<file path="config.mk">
export PLATFORM = sky130hd
export DESIGN_NAME = fpsb_issue_ctl
export DESIGN_NICKNAME = d
export VERILOG_FILES = /design/src/rtl/fpsb_pkg.sv /design/src/rtl/fpsb_countdown.sv /design/src/rtl/fpsb_reg_pend.sv /design/src/rtl/fpsb_timeline.sv /design/src/rtl/fpsb_issue_ctl.sv
export SDC_FILE = /design/constraint.sdc
export NUM_CORES = 1
export LEC_CHECK = 0
export ABC_CLOCK_PERIOD_IN_PS = 12200
export CELL_PAD_IN_SITES_DETAIL_PLACEMENT = 1
export CELL_PAD_IN_SITES_GLOBAL_PLACEMENT = 1
export CORE_ASPECT_RATIO = 1.1
export CORE_MARGIN = 4
export CORE_UTILIZATION = 54
export DETAILED_ROUTE_END_ITERATION = 10
export DONT_BUFFER_PORTS = 1
export PLACE_DENSITY = 0.94
export SETUP_SLACK_MARGIN = 0.05
export SYNTH_ARGS = -nofsm -noshare
export SYNTH_HDL_FRONTEND = slang
export SYNTH_SLANG_ARGS = --single-unit
</file>
<file path="constraint.sdc">
create_clock -name clk -period 12.2 [get_ports clk]
set_input_delay 2.44 -clock clk [delete_from_list [all_inputs] [get_ports clk]]
set_output_delay 2.44 -clock clk [all_outputs]
set_load 0.02 [all_outputs]
</file>
<file path="src/rtl/fpsb_pkg.sv">
`timescale 1ns/1ps
package fpsb_pkg;

  localparam int OPW     = 4;
  localparam int LATW    = 6;
  localparam int MAX_LAT = 32;

  localparam logic [OPW-1:0] OP_ADD   = 4'd0;
  localparam logic [OPW-1:0] OP_SUB   = 4'd1;
  localparam logic [OPW-1:0] OP_MUL   = 4'd2;
  localparam logic [OPW-1:0] OP_DIV   = 4'd3;
  localparam logic [OPW-1:0] OP_SQRT  = 4'd4;
  localparam logic [OPW-1:0] OP_CMP   = 4'd5;
  localparam logic [OPW-1:0] OP_TOFIX = 4'd6;
  localparam logic [OPW-1:0] OP_TOFLT = 4'd7;
  localparam logic [OPW-1:0] OP_ABS   = 4'd8;
  localparam logic [OPW-1:0] OP_MOV   = 4'd9;
  localparam logic [OPW-1:0] OP_NEG   = 4'd10;
  localparam logic [OPW-1:0] OP_LOAD  = 4'd11;
  localparam logic [OPW-1:0] OP_STORE = 4'd12;

  typedef enum logic [1:0] {
    U_MUL   = 2'd0,
    U_ARITH = 2'd1,
    U_XFER  = 2'd2
  } unit_e;

  typedef struct packed {
    logic            legal;
    unit_e           unit;
    logic [LATW-1:0] lat;
    logic            rd_a;
    logic            rd_b;
    logic            wr_d;
  } dec_t;

  // Static properties of each operation code: unit, latency, register use.
  function automatic dec_t op_decode(input logic [OPW-1:0] op);
    dec_t d;
    d.legal = 1'b1;
    d.unit  = U_ARITH;
    d.lat   = '0;
    d.rd_a  = 1'b1;
    d.rd_b  = 1'b0;
    d.wr_d  = 1'b1;
    case (op)
      OP_ADD, OP_SUB: begin d.lat = LATW'(4); d.rd_b = 1'b1; end
      OP_MUL:   begin d.unit = U_MUL; d.lat = LATW'(8); d.rd_b = 1'b1; end
      OP_DIV:   begin d.lat = LATW'(32); d.rd_b = 1'b1; end
      OP_SQRT:  d.lat = LATW'(31);
      OP_CMP:   begin d.lat = LATW'(3); d.rd_b = 1'b1; d.wr_d = 1'b0; end
      OP_TOFIX: d.lat = LATW'(4);
      OP_TOFLT: d.lat = LATW'(6);
      OP_ABS, OP_MOV, OP_NEG: d.lat = LATW'(1);
      OP_LOAD:  begin d.unit = U_XFER; d.lat = LATW'(2); d.rd_a = 1'b0; end
      OP_STORE: begin d.unit = U_XFER; d.lat = LATW'(1); d.wr_d = 1'b0; end
      default:  begin d.legal = 1'b0; d.rd_a = 1'b0; d.wr_d = 1'b0; end
    endcase
    return d;
  endfunction

endpackage

</file>
<file path="src/rtl/fpsb_countdown.sv">
`timescale 1ns/1ps
// Loadable down-counter; busy while non-zero.
module fpsb_countdown #(
  parameter int CW = 6
) (
  input  logic          clk,
  input  logic          rst,
  input  logic          load,
  input  logic [CW-1:0] val,
  output logic          busy
);

  logic [CW-1:0] cnt;

  always_ff @(posedge clk) begin
    if (rst) begin
      cnt <= '0;
    end else if (load) begin
      cnt <= val;
    end else if (cnt != '0) begin
      cnt <= cnt - CW'(1);
    end
  end

  assign busy = (cnt != '0);

endmodule

</file>
<file path="src/rtl/fpsb_reg_pend.sv">
`timescale 1ns/1ps
// One pending-result countdown per register of the file.
module fpsb_reg_pend #(
  parameter int NREG = 32,
  parameter int AW   = 5,
  parameter int CW   = 6
) (
  input  logic            clk,
  input  logic            rst,
  input  logic            ld,
  input  logic [AW-1:0]   ld_idx,
  input  logic [CW-1:0]   ld_val,
  output logic [NREG-1:0] busy
);

  for (genvar g = 0; g < NREG; g++) begin : g_reg
    fpsb_countdown #(.CW(CW)) u_cnt (
      .clk  (clk),
      .rst  (rst),
      .load (ld && (ld_idx == AW'(g))),
      .val  (ld_val),
      .busy (busy[g])
    );
  end

endmodule

</file>
<file path="src/rtl/fpsb_timeline.sv">
`timescale 1ns/1ps
// Completion timeline: slot k holds the token that completes k+1 edges from now.
module fpsb_timeline #(
  parameter int DEPTH = 35,
  parameter int SLACK = 2,
  parameter int AW    = 5,
  parameter int CW    = 6,
  localparam int IW   = $clog2(DEPTH)
) (
  input  logic          clk,
  input  logic          rst,
  input  logic [CW-1:0] want_lat,
  input  logic          put,
  input  logic [3:0]    put_op,
  input  logic [AW-1:0] put_dst,
  input  logic          put_wr,
  output logic          fit,
  output logic [CW-1:0] fit_at,
  output logic          out_v,
  output logic [3:0]    out_op,
  output logic [AW-1:0] out_dst,
  output logic          out_wr
);

  logic              v_q   [DEPTH];
  logic [3:0]        op_q  [DEPTH];
  logic [AW-1:0]     dst_q [DEPTH];
  logic              wr_q  [DEPTH];
  logic [(1<<CW)-1:0] occ;
  logic [IW-1:0]     ins;

  always_comb begin
    occ = '0;
    for (int k = 0; k < DEPTH; k++) occ[k] = v_q[k];
  end

  // Earliest free completion edge at or after the nominal latency.
  always_comb begin
    fit    = 1'b0;
    fit_at = want_lat;
    for (int e = SLACK; e >= 0; e--) begin
      if (!occ[want_lat + CW'(e)]) begin
        fit    = 1'b1;
        fit_at = want_lat + CW'(e);
      end
    end
  end

  assign ins = IW'(fit_at - CW'(1));

  always_ff @(posedge clk) begin
    if (rst) begin
      for (int k = 0; k < DEPTH; k++) v_q[k] <= 1'b0;
      out_v <= 1'b0;
    end else begin
      for (int k = 0; k < DEPTH - 1; k++) v_q[k] <= v_q[k+1];
      v_q[DEPTH-1] <= 1'b0;
      if (put) v_q[ins] <= 1'b1;
      out_v <= v_q[0];
    end
  end

  always_ff @(posedge clk) begin
    for (int k = 0; k < DEPTH - 1; k++) begin
      op_q[k]  <= op_q[k+1];
      dst_q[k] <= dst_q[k+1];
      wr_q[k]  <= wr_q[k+1];
    end
    if (put) begin
      op_q[ins]  <= put_op;
      dst_q[ins] <= put_dst;
      wr_q[ins]  <= put_wr;
    end
    out_op  <= op_q[0];
    out_dst <= dst_q[0];
    out_wr  <= wr_q[0];
  end

endmodule

</file>
<file path="src/rtl/fpsb_issue_ctl.sv">
`timescale 1ns/1ps
module fpsb_issue_ctl
  import fpsb_pkg::*;
#(
  parameter int NREG     = 32,
  parameter int MUL_RATE = 6,
  parameter int SLACK    = 2,
  localparam int AW      = $clog2(NREG),
  localparam int DEPTH   = MAX_LAT + SLACK + 1,
  localparam int CW      = $clog2(DEPTH + 1)
) (
  input  logic          clk,
  input  logic          rst,
  input  logic          req_valid,
  input  logic [3:0]    req_op,
  input  logic          req_dbl,
  input  logic [AW-1:0] req_dst,
  input  logic [AW-1:0] req_sa,
  input  logic [AW-1:0] req_sb,
  output logic          issue_ok,
  output logic          issue_stall,
  output logic          issue_trap,
  output logic          cpl_valid,
  output logic [3:0]    cpl_op,
  output logic [AW-1:0] cpl_dst,
  output logic          cpl_wr
);

  dec_t            dec;
  logic [NREG-1:0] reg_busy;
  logic            mul_busy;
  logic            arith_busy;
  logic            fit;
  logic [CW-1:0]   fit_at;
  logic            bad;
  logic            hazard;
  logic            unit_hold;
  logic            go;
  logic            hold;

  always_comb begin
    dec       = op_decode(req_op);
    bad       = req_dbl || !dec.legal;
    hazard    = (dec.rd_a && reg_busy[req_sa]) ||
                (dec.rd_b && reg_busy[req_sb]) ||
                (dec.wr_d && reg_busy[req_dst]);
    unit_hold = ((dec.unit == U_MUL)   && mul_busy) ||
                ((dec.unit == U_ARITH) && arith_busy);
    go        = req_valid && !bad && !hazard && !unit_hold && fit;
    hold      = req_valid && !bad && !go;
  end

  fpsb_countdown #(.CW(CW)) u_mul_gap (
    .clk  (clk),
    .rst  (rst),
    .load (go && (dec.unit == U_MUL)),
    .val  (CW'(MUL_RATE - 1)),
    .busy (mul_busy)
  );

  fpsb_countdown #(.CW(CW)) u_arith_occ (
    .clk  (clk),
    .rst  (rst),
    .load (go && (dec.unit == U_ARITH)),
    .val  (CW'(dec.lat) - CW'(1)),
    .busy (arith_busy)
  );

  fpsb_reg_pend #(.NREG(NREG), .AW(AW), .CW(CW)) u_pend (
    .clk    (clk),
    .rst    (rst),
    .ld     (go && dec.wr_d),
    .ld_idx (req_dst),
    .ld_val (fit_at - CW'(1)),
    .busy   (reg_busy)
  );

  fpsb_timeline #(.DEPTH(DEPTH), .SLACK(SLACK), .AW(AW), .CW(CW)) u_tl (
    .clk      (clk),
    .rst      (rst),
    .want_lat (CW'(dec.lat)),
    .put      (go),
    .put_op   (req_op),
    .put_dst  (req_dst),
    .put_wr   (dec.wr_d),
    .fit      (fit),
    .fit_at   (fit_at),
    .out_v    (cpl_valid),
    .out_op   (cpl_op),
    .out_dst  (cpl_dst),
    .out_wr   (cpl_wr)
  );

  always_ff @(posedge clk) begin
    if (rst) begin
      issue_ok    <= 1'b0;
      issue_stall <= 1'b0;
      issue_trap  <= 1'b0;
    end else begin
      issue_ok    <= go;
      issue_stall <= hold;
      issue_trap  <= req_valid && bad;
    end
  end

endmodule

</file>
==> flow_metrics.tcl, run 1 <==
set metrics [dict create \
    run_status "completed" \
    clkSinkCount 603 \
    ir_drop_mv 0.185 \
    routedWlPerCell_um 24.8 \
    layout.nets 2620 \
    cts_repair_resizes 0 \
    place.detailed.instances 3137 \
    drt_iter0_drc 1405 \
    post_dp_cell_area_um2 26500 \
    layout_stage_area_growth_over_the_synthesis_result_pct 8.70 \
    finClkSkew_ns 0.0298 \
    grt_setup_unrepaired "false" \
    r2r_end "u_tl.dst_q[7][2]$_DFF_P_" \
    timing.critical_path.required_ns 12.67 \
    final_ant_viol_nets 0 \
    starting_density_of_the_core_pct 54.9 \
    hold_class "reg2reg" \
    buffer_ports.inserted 0 \
    wirelength_mm 80.5 \
    worst-endpoint-arrival_ns 9.67 \
    max_slew_margin_pct 15.3 \
    synthCells 2662 \
    finalHoldViolations 0 \
    design.portCount 37 \
    async_reset_ff_share_pct 0 \
    synth_nets 2722 \
    synth.cell_area_um2 26400 \
    critical_path.startpoint "req_op[2]" \
    clock-root-buffer "clkbuf_16" \
    core_region_area_um2 48100 \
    chipHeight_um 240 \
    crit_path_end_kind "flop" \
    first_global_vias 22400 \
    clock_latency_ns 0.62 \
    post_synth.cell_area_avg_um2 9.92 \
    nFillCells 5211 \
    critPathKind "in2reg" \
    ff2ff_setup_slack_ns 5.62 \
    worst_r2r_startpoint "u_tl.v_q[0]$_DFF_P_" \
    groute.usage.overall_pct 30.3 \
    die-width_um 219 \
    max_freq_mhz 109 \
    synth_seq_cells 603 \
    grt_antenna_before_repair 1 \
    htree_levels 3 \
    tritoncts "done" \
    clockBufferDepth 3 \
    drv_cap 0 \
    grtUsageMet3_pct 5.74 \
    slew_viol_final 0 \
    gp_congestion 0.920 \
    layout.cells.non_filler 3248 \
    crit_path_launch_type "input port" \
    fp-row-count 84 \
    power.density_cell_area_nw_per_um2 235 \
    post-route-drc-count 0 \
    crit_path_max_fo 66 \
    layout.area.seq_um2 12200 \
    p_leak_uw 0.0112 \
    synth_edf_count 10 \
    ff2ff_path_depth 15 \
    netlist-cell-type-count 107 \
    cts-buffers-inserted 66 \
    final.setup.tns_ns 0 \
    grt.busiest_layer "met2" \
    multi_input_comb_area_um2 12900 \
    detailedPlacementHpwl_mm 49.2 \
    finalSetupViolations 0 \
    avgViaCountPerCell 6.27 \
    met1_usage_pct 32.7 \
    grt_max_degree 211 \
    drive_above_1_share_pct 18.5 \
    post_cts_hold_buffer_count 0 \
    finalCriticalPeriod_ns 9.19 \
    worst-slew-pin-transition_ns 1.27 \
    post-cts-setup-buffers 0 \
    worstSetupEndpoint "u_tl.dst_q[7][2]$_DFF_P_" \
    grt_pass1_wl_mm 126 \
    yosysWarningCount 0 \
    grtUsageMet2_pct 56.6 \
    total_iterations_of_the_first_detailed_routing_run 5 \
    dominantRegCellSynth "dfxtp_1" \
    via_count 20400 \
    fin_area_um2 28700 \
    min_period_over_period_pct 75.4 \
    grt_remaining_overflow 0 \
    seq_area_frac_synth_pct 46.1 \
    floorplan_die_area_um2 52500 \
    clk_pin_slew_worst_paths_ns 0.06 \
]
## where the power goes
group | internal (uW) | switching [uW] | leakage [uW]
clock network | 1190 | 839 | 0.00105
logic | 940 | 1320 | 0.00511
registers | 2240 | 235 | 0.00504
## layer usage
layer / wire, um / vias to the layer above
met5: 0 / -
met4: 4260 / 0
met3: 4450 / 317
met2: 42300 / 787
met1: 29400 / 10200
li1: - / 9087
## per-stage QoR
step | setup slack (ns) | hold slack, ns | util (%) | total power (uW)
CTS | 3.19 | 0.326 | 59.6 | 6750
floorplan | 4.65 | 0.310 | - | 4100
finish | 3.01 | 0.326 | 59.6 | 6760
global placement | 2.95 | 0.311 | 55.1 | 4440
global route | 2.56 | 0.329 | 59.6 | 7120
detailed placement | 2.55 | 0.313 | 55.1 | 4650
## worst min path at each step
stage	from	end	slack [ns]	depth (start not counted)
after floorplan	u_tl.dst_q[0][0]$_DFF_P_	u_tl.out_dst[0]$_DFF_P_	0.31	0
after global placement	u_tl.dst_q[20][1]$_DFF_P_	u_tl.dst_q[19][1]$_DFF_P_	0.31	0
after detailed placement	u_tl.dst_q[20][2]$_DFF_P_	u_tl.dst_q[19][2]$_DFF_P_	0.31	0
after CTS	u_tl.op_q[20][3]$_DFF_P_	u_tl.op_q[19][3]$_DFF_P_	0.33	0
after global routing	u_tl.op_q[17][2]$_DFF_P_	u_tl.op_q[16][2]$_DFF_P_	0.33	0
final	u_tl.dst_q[17][0]$_DFF_P_	u_tl.dst_q[16][0]$_DFF_P_	0.33	0
## synthesized netlist by cell type, drive strengths merged, types with 32 or more instances
master	n	share of area, %
dfxtp	593	45
xnor2	75	2.6
nor3b	53	1.6
nor3	136	2.9
nand2	122	1.8
nand3	45	1.1
nor2	233	3.3
and2	41	0.97
o21ai	65	1.2
buf	62	1.5
or3	45	1.1
nand2b	40	0.95
mux2i	32	1.2
clkbuf	130	1.9
ha	37	1.8
inv	126	1.8
mux2	264	13
a21oi	223	4.3
## cell families after synthesis
logic type / count (synthesis) / share of synthesized area, %
and+or+nand+nor: 826 / 16.8
DFF: 603 / 46.1
AOI/OAI and AO/OA: 471 / 11.6
buffers and inverters: 319 / 5.16
muxes: 314 / 15.4
xor gates and xnor gates: 91 / 3.13
adders and majority gates: 38 / 1.80
## critical path, cell delays in order
cell	delay, ns
or2_0	0.41
nand3_2	0.28
inv_2	0.19
ha_1	0.43
clkinv_1	0.35
a2111oi_0	0.45
o2111ai_2	0.20
and3_1	0.26
a21oi_4	0.35
nor2_1	0.11
xnor2_1	0.16
buf_4	0.26
inv_1	0.09
ha_1	0.65
inv_1	0.97
nand2_1	0.41
nor3_1	0.39
nand4_1	0.60
mux2_1	0.59
## flip-flops by register name, summed over array words and instances (netlist names), 4 cells and up
| register | count |
|---|---|
| u_tl.out_dst | 5 |
| u_pend.g.u_cnt.cnt | 192 |
| u_tl.wr_q | 35 |
| u_mul_gap.cnt | 6 |
| u_arith_occ.cnt | 6 |
| u_tl.dst_q | 175 |
| u_tl.v_q | 35 |
| u_tl.out_op | 4 |
| u_tl.op_q | 140 |
## area by class of cell
cell class,instances,area share [%]
antenna,1,0.00872
clock buffer,92,6.55
clock inverter,18,0.981
inverter,127,1.66
multi-input combinational,1740,45.0
sequential,603,42.4
tap,645,2.81
timing repair buffer,22,0.575
## placed cells by master, fill, tap and decap left out, drive strengths merged, types with 12 or more instances in the layout
master	count
and2	41
buf	22
mux4	18
nand3b	16
ha	37
nor2b	21
nor3	136
a221oi	27
xnor2	75
or3	45
nor4	13
xor2	16
nor2	233
nand2	122
clkbuf	92
a22oi	14
o21a	17
and3	12
inv	129
o211ai	12
mux2i	32
nand4	14
o21ai	65
mux2	264
nor3b	53
a221o	18
nand2b	40
dfxtp	593
or2	17
a21oi	223
nand3	45
Note: power is estimated with default switching activity, not from simulation.
==> inputs of run 2 (changes only) <==
ABC_CLOCK_PERIOD_IN_PS = 8080   (was 12200)
CORE_UTILIZATION = 46   (was 54)
PLACE_DENSITY = 0.86   (was 0.94)
clock period = 8.08 ns   (was 12.2 ns; I/O delays follow)
==> run 2 against run 1 <==
Routed wire length decreased by 5.3%. Worst hold slack got worse by 0.0031 ns. Count of clock-buffer cells in the layout increased by 6. Power increased by 50%. Sequential share of layout area decreased by 0.38 points. First-iteration DRC count decreased by 1.5%. Cell area increased by 0.91%.
==> flow_metrics.tcl, run 2 (synthesis gave the netlist of run 1 again) <==
set metrics [dict create \
    run_status "completed" \
    max_slew_margin_pct 18.4 \
    buffer_ports.inserted 0 \
    critical_path.max_stage_delay_ns 0.75 \
    place.detailed.instances 3245 \
    power.switching_uw 3500 \
    starting_density_of_the_core_pct 46.8 \
    internal_power_uw 6630 \
    htree_levels 3 \
    via_count 20000 \
    worst-slew-pin-transition_ns 1.22 \
    met3_wirelength_mm 4.15 \
    grt_remaining_overflow 0 \
    drv_cap 0 \
    gp_congestion 0.948 \
    cp_slowest_cell "nand4_1" \
    crit_path_launch_type "input port" \
    die-width_um 236 \
    avgViaCountPerCell 5.93 \
    finalHoldViolations 0 \
    worstHoldPathCells 0 \
    worst-endpoint-arrival_ns 7.75 \
    antenna_diodes 0 \
    grt_pass1_wl_mm 121 \
    drt_iter0_drc 1384 \
    layout.nets 2630 \
    critical_path.n_buffers_inverters 4 \
    finalCriticalPeriod_ns 7.26 \
    grt_setup_unrepaired "false" \
    max_freq_mhz 138 \
    share_comb_of_total_power_pct 32.7 \
    crit_path_end_kind "flop" \
    detailedPlacementHpwl_mm 47.6 \
    chipHeight_um 259 \
    pwr-share-clk_pct 30.6 \
    grt_antenna_before_repair 0 \
    ir_drop_mv 0.246 \
    route.top_layer_used "met4" \
    post_dp_cell_area_um2 26700 \
    cts_repair_resizes 0 \
    power.density_cell_area_nw_per_um2 350 \
    timing.critical_path.required_ns 8.56 \
    grt_max_degree 211 \
    wl_met1_mm 29.8 \
    core_region_area_um2 56500 \
    clockBufferDepth 3 \
    critPathKind "in2reg" \
    post-cts-setup-buffers 0 \
    slew_viol_final 0 \
    mostFrequentLayoutCells "dfxtp_1, nor2_1, a21oi_1" \
    critical_path_cell_count 18 \
    hold_class "reg2reg" \
    fin_area_um2 29000 \
    largest-register "u_pend.g.u_cnt.cnt" \
    clock-root-buffer "clkbuf_16" \
    power.share.sequential_pct 36.7 \
    mostFrequentLayoutCell "dfxtp_1" \
    drive_above_1_share_pct 19.0 \
    finClkSkew_ns 0.0291 \
    dp_worst_setup_slack_ns 0.426 \
    met2_wire_len_mm 38.5 \
    fp-row-count 91 \
    first_global_vias 21700 \
    routedWlPerCell_um 22.6 \
    crit_path_max_fo 66 \
    post-route-drc-count 0 \
    design.portCount 37 \
    floorplan_die_area_um2 61300 \
    finalSetupViolations 0 \
    final_ant_viol_nets 0 \
    switching_portion_of_total_power_pct 34.5 \
    clkSinkCount 603 \
    clock_latency_ns 0.61 \
    top_regs "u_pend.g.u_cnt.cnt (192), u_tl.dst_q (175), u_tl.op_q (140)" \
    groute.usage.overall_pct 24.3 \
    nFillCells 6261 \
    ff2ff_path_depth 14 \
    clk_pin_slew_worst_paths_ns 0.06 \
    fin_ws_ns 0.815 \
    total_iterations_of_the_first_detailed_routing_run 8 \
    layout_stage_area_growth_over_the_synthesis_result_pct 9.69 \
    largest_register_ffs 192 \
    fin_total_pwr_uw 10100 \
    crit_family "simple AND/OR/NAND/NOR gates" \
    most_common_cell_on_crit_path "ha_1" \
    final.setup.tns_ns 0 \
    layout.cells.non_filler 3366 \
    p_leak_uw 0.0113 \
    min_period_over_period_pct 89.9 \
    tritoncts "done" \
    cts-buffers-inserted 67 \
    wirelength_mm 76.2 \
    post_cts_hold_buffer_count 0 \
    crit_chain "or2_0, nand3_2, inv_2, ha_1, clkinv_1, a2111oi_0, o2111ai_2, and3_1, a21oi_4, nor2_1, xnor2_1, buf_4, inv_1, ha_1, xor2_2, nor3_1, nand4_1, mux2_2" \
]
[run 2: worst paths after layout]
kind,startpoint,slack (ns),endpoint
max,req_op[2],0.82,u_tl.op_q[5][0]$_DFF_P_
min,u_tl.op_q[17][2]$_DFF_P_,0.32,u_tl.op_q[16][2]$_DFF_P_
max reg2reg,u_pend.g_reg[1].u_cnt.cnt[1]$_SDFFE_PP0P_,2.37,u_tl.dst_q[7][2]$_DFF_P_
min reg2reg,u_tl.op_q[17][2]$_DFF_P_,0.32,u_tl.op_q[16][2]$_DFF_P_
[run 2: area by class of cell]
cell class / count / area (um^2) / area share (%)
clock buffer: 98 / 1980 / 6.82
clock inverter: 23 / 258 / 0.890
inverter: 127 / 477 / 1.65
multi-input combinational: 1740 / 12900 / 44.6
sequential: 603 / 12200 / 42.0
tap: 744 / 931 / 3.21
timing repair buffer: 31 / 233 / 0.803
[run 2: power groups by stage]
stage	clock network (uW)	logic (uW)	registers, uW
after CTS	3160	3310	3710
after global placement	0	3000	3720
after global routing	3280	3700	3760
final	3100	3310	3720
after detailed placement	0	3240	3760
after floorplan	0	2520	3670
[run 2: per-stage QoR]
stage | util (%) | hold WS (ns)
2_1_floorplan | - | 0.310
3_3_place_gp | 47.3 | 0.311
3_5_place_dp | 47.3 | 0.313
4_1_cts | 51.3 | 0.320
5_1_grt | 51.3 | 0.334
6_report | 51.3 | 0.322
[run 2: routing by layer]
layer,GRT usage [%],vias up
met5,0,-
met4,11.2,0
met3,5.04,240
met2,43.6,612
met1,27.9,9989
li1,-,9136
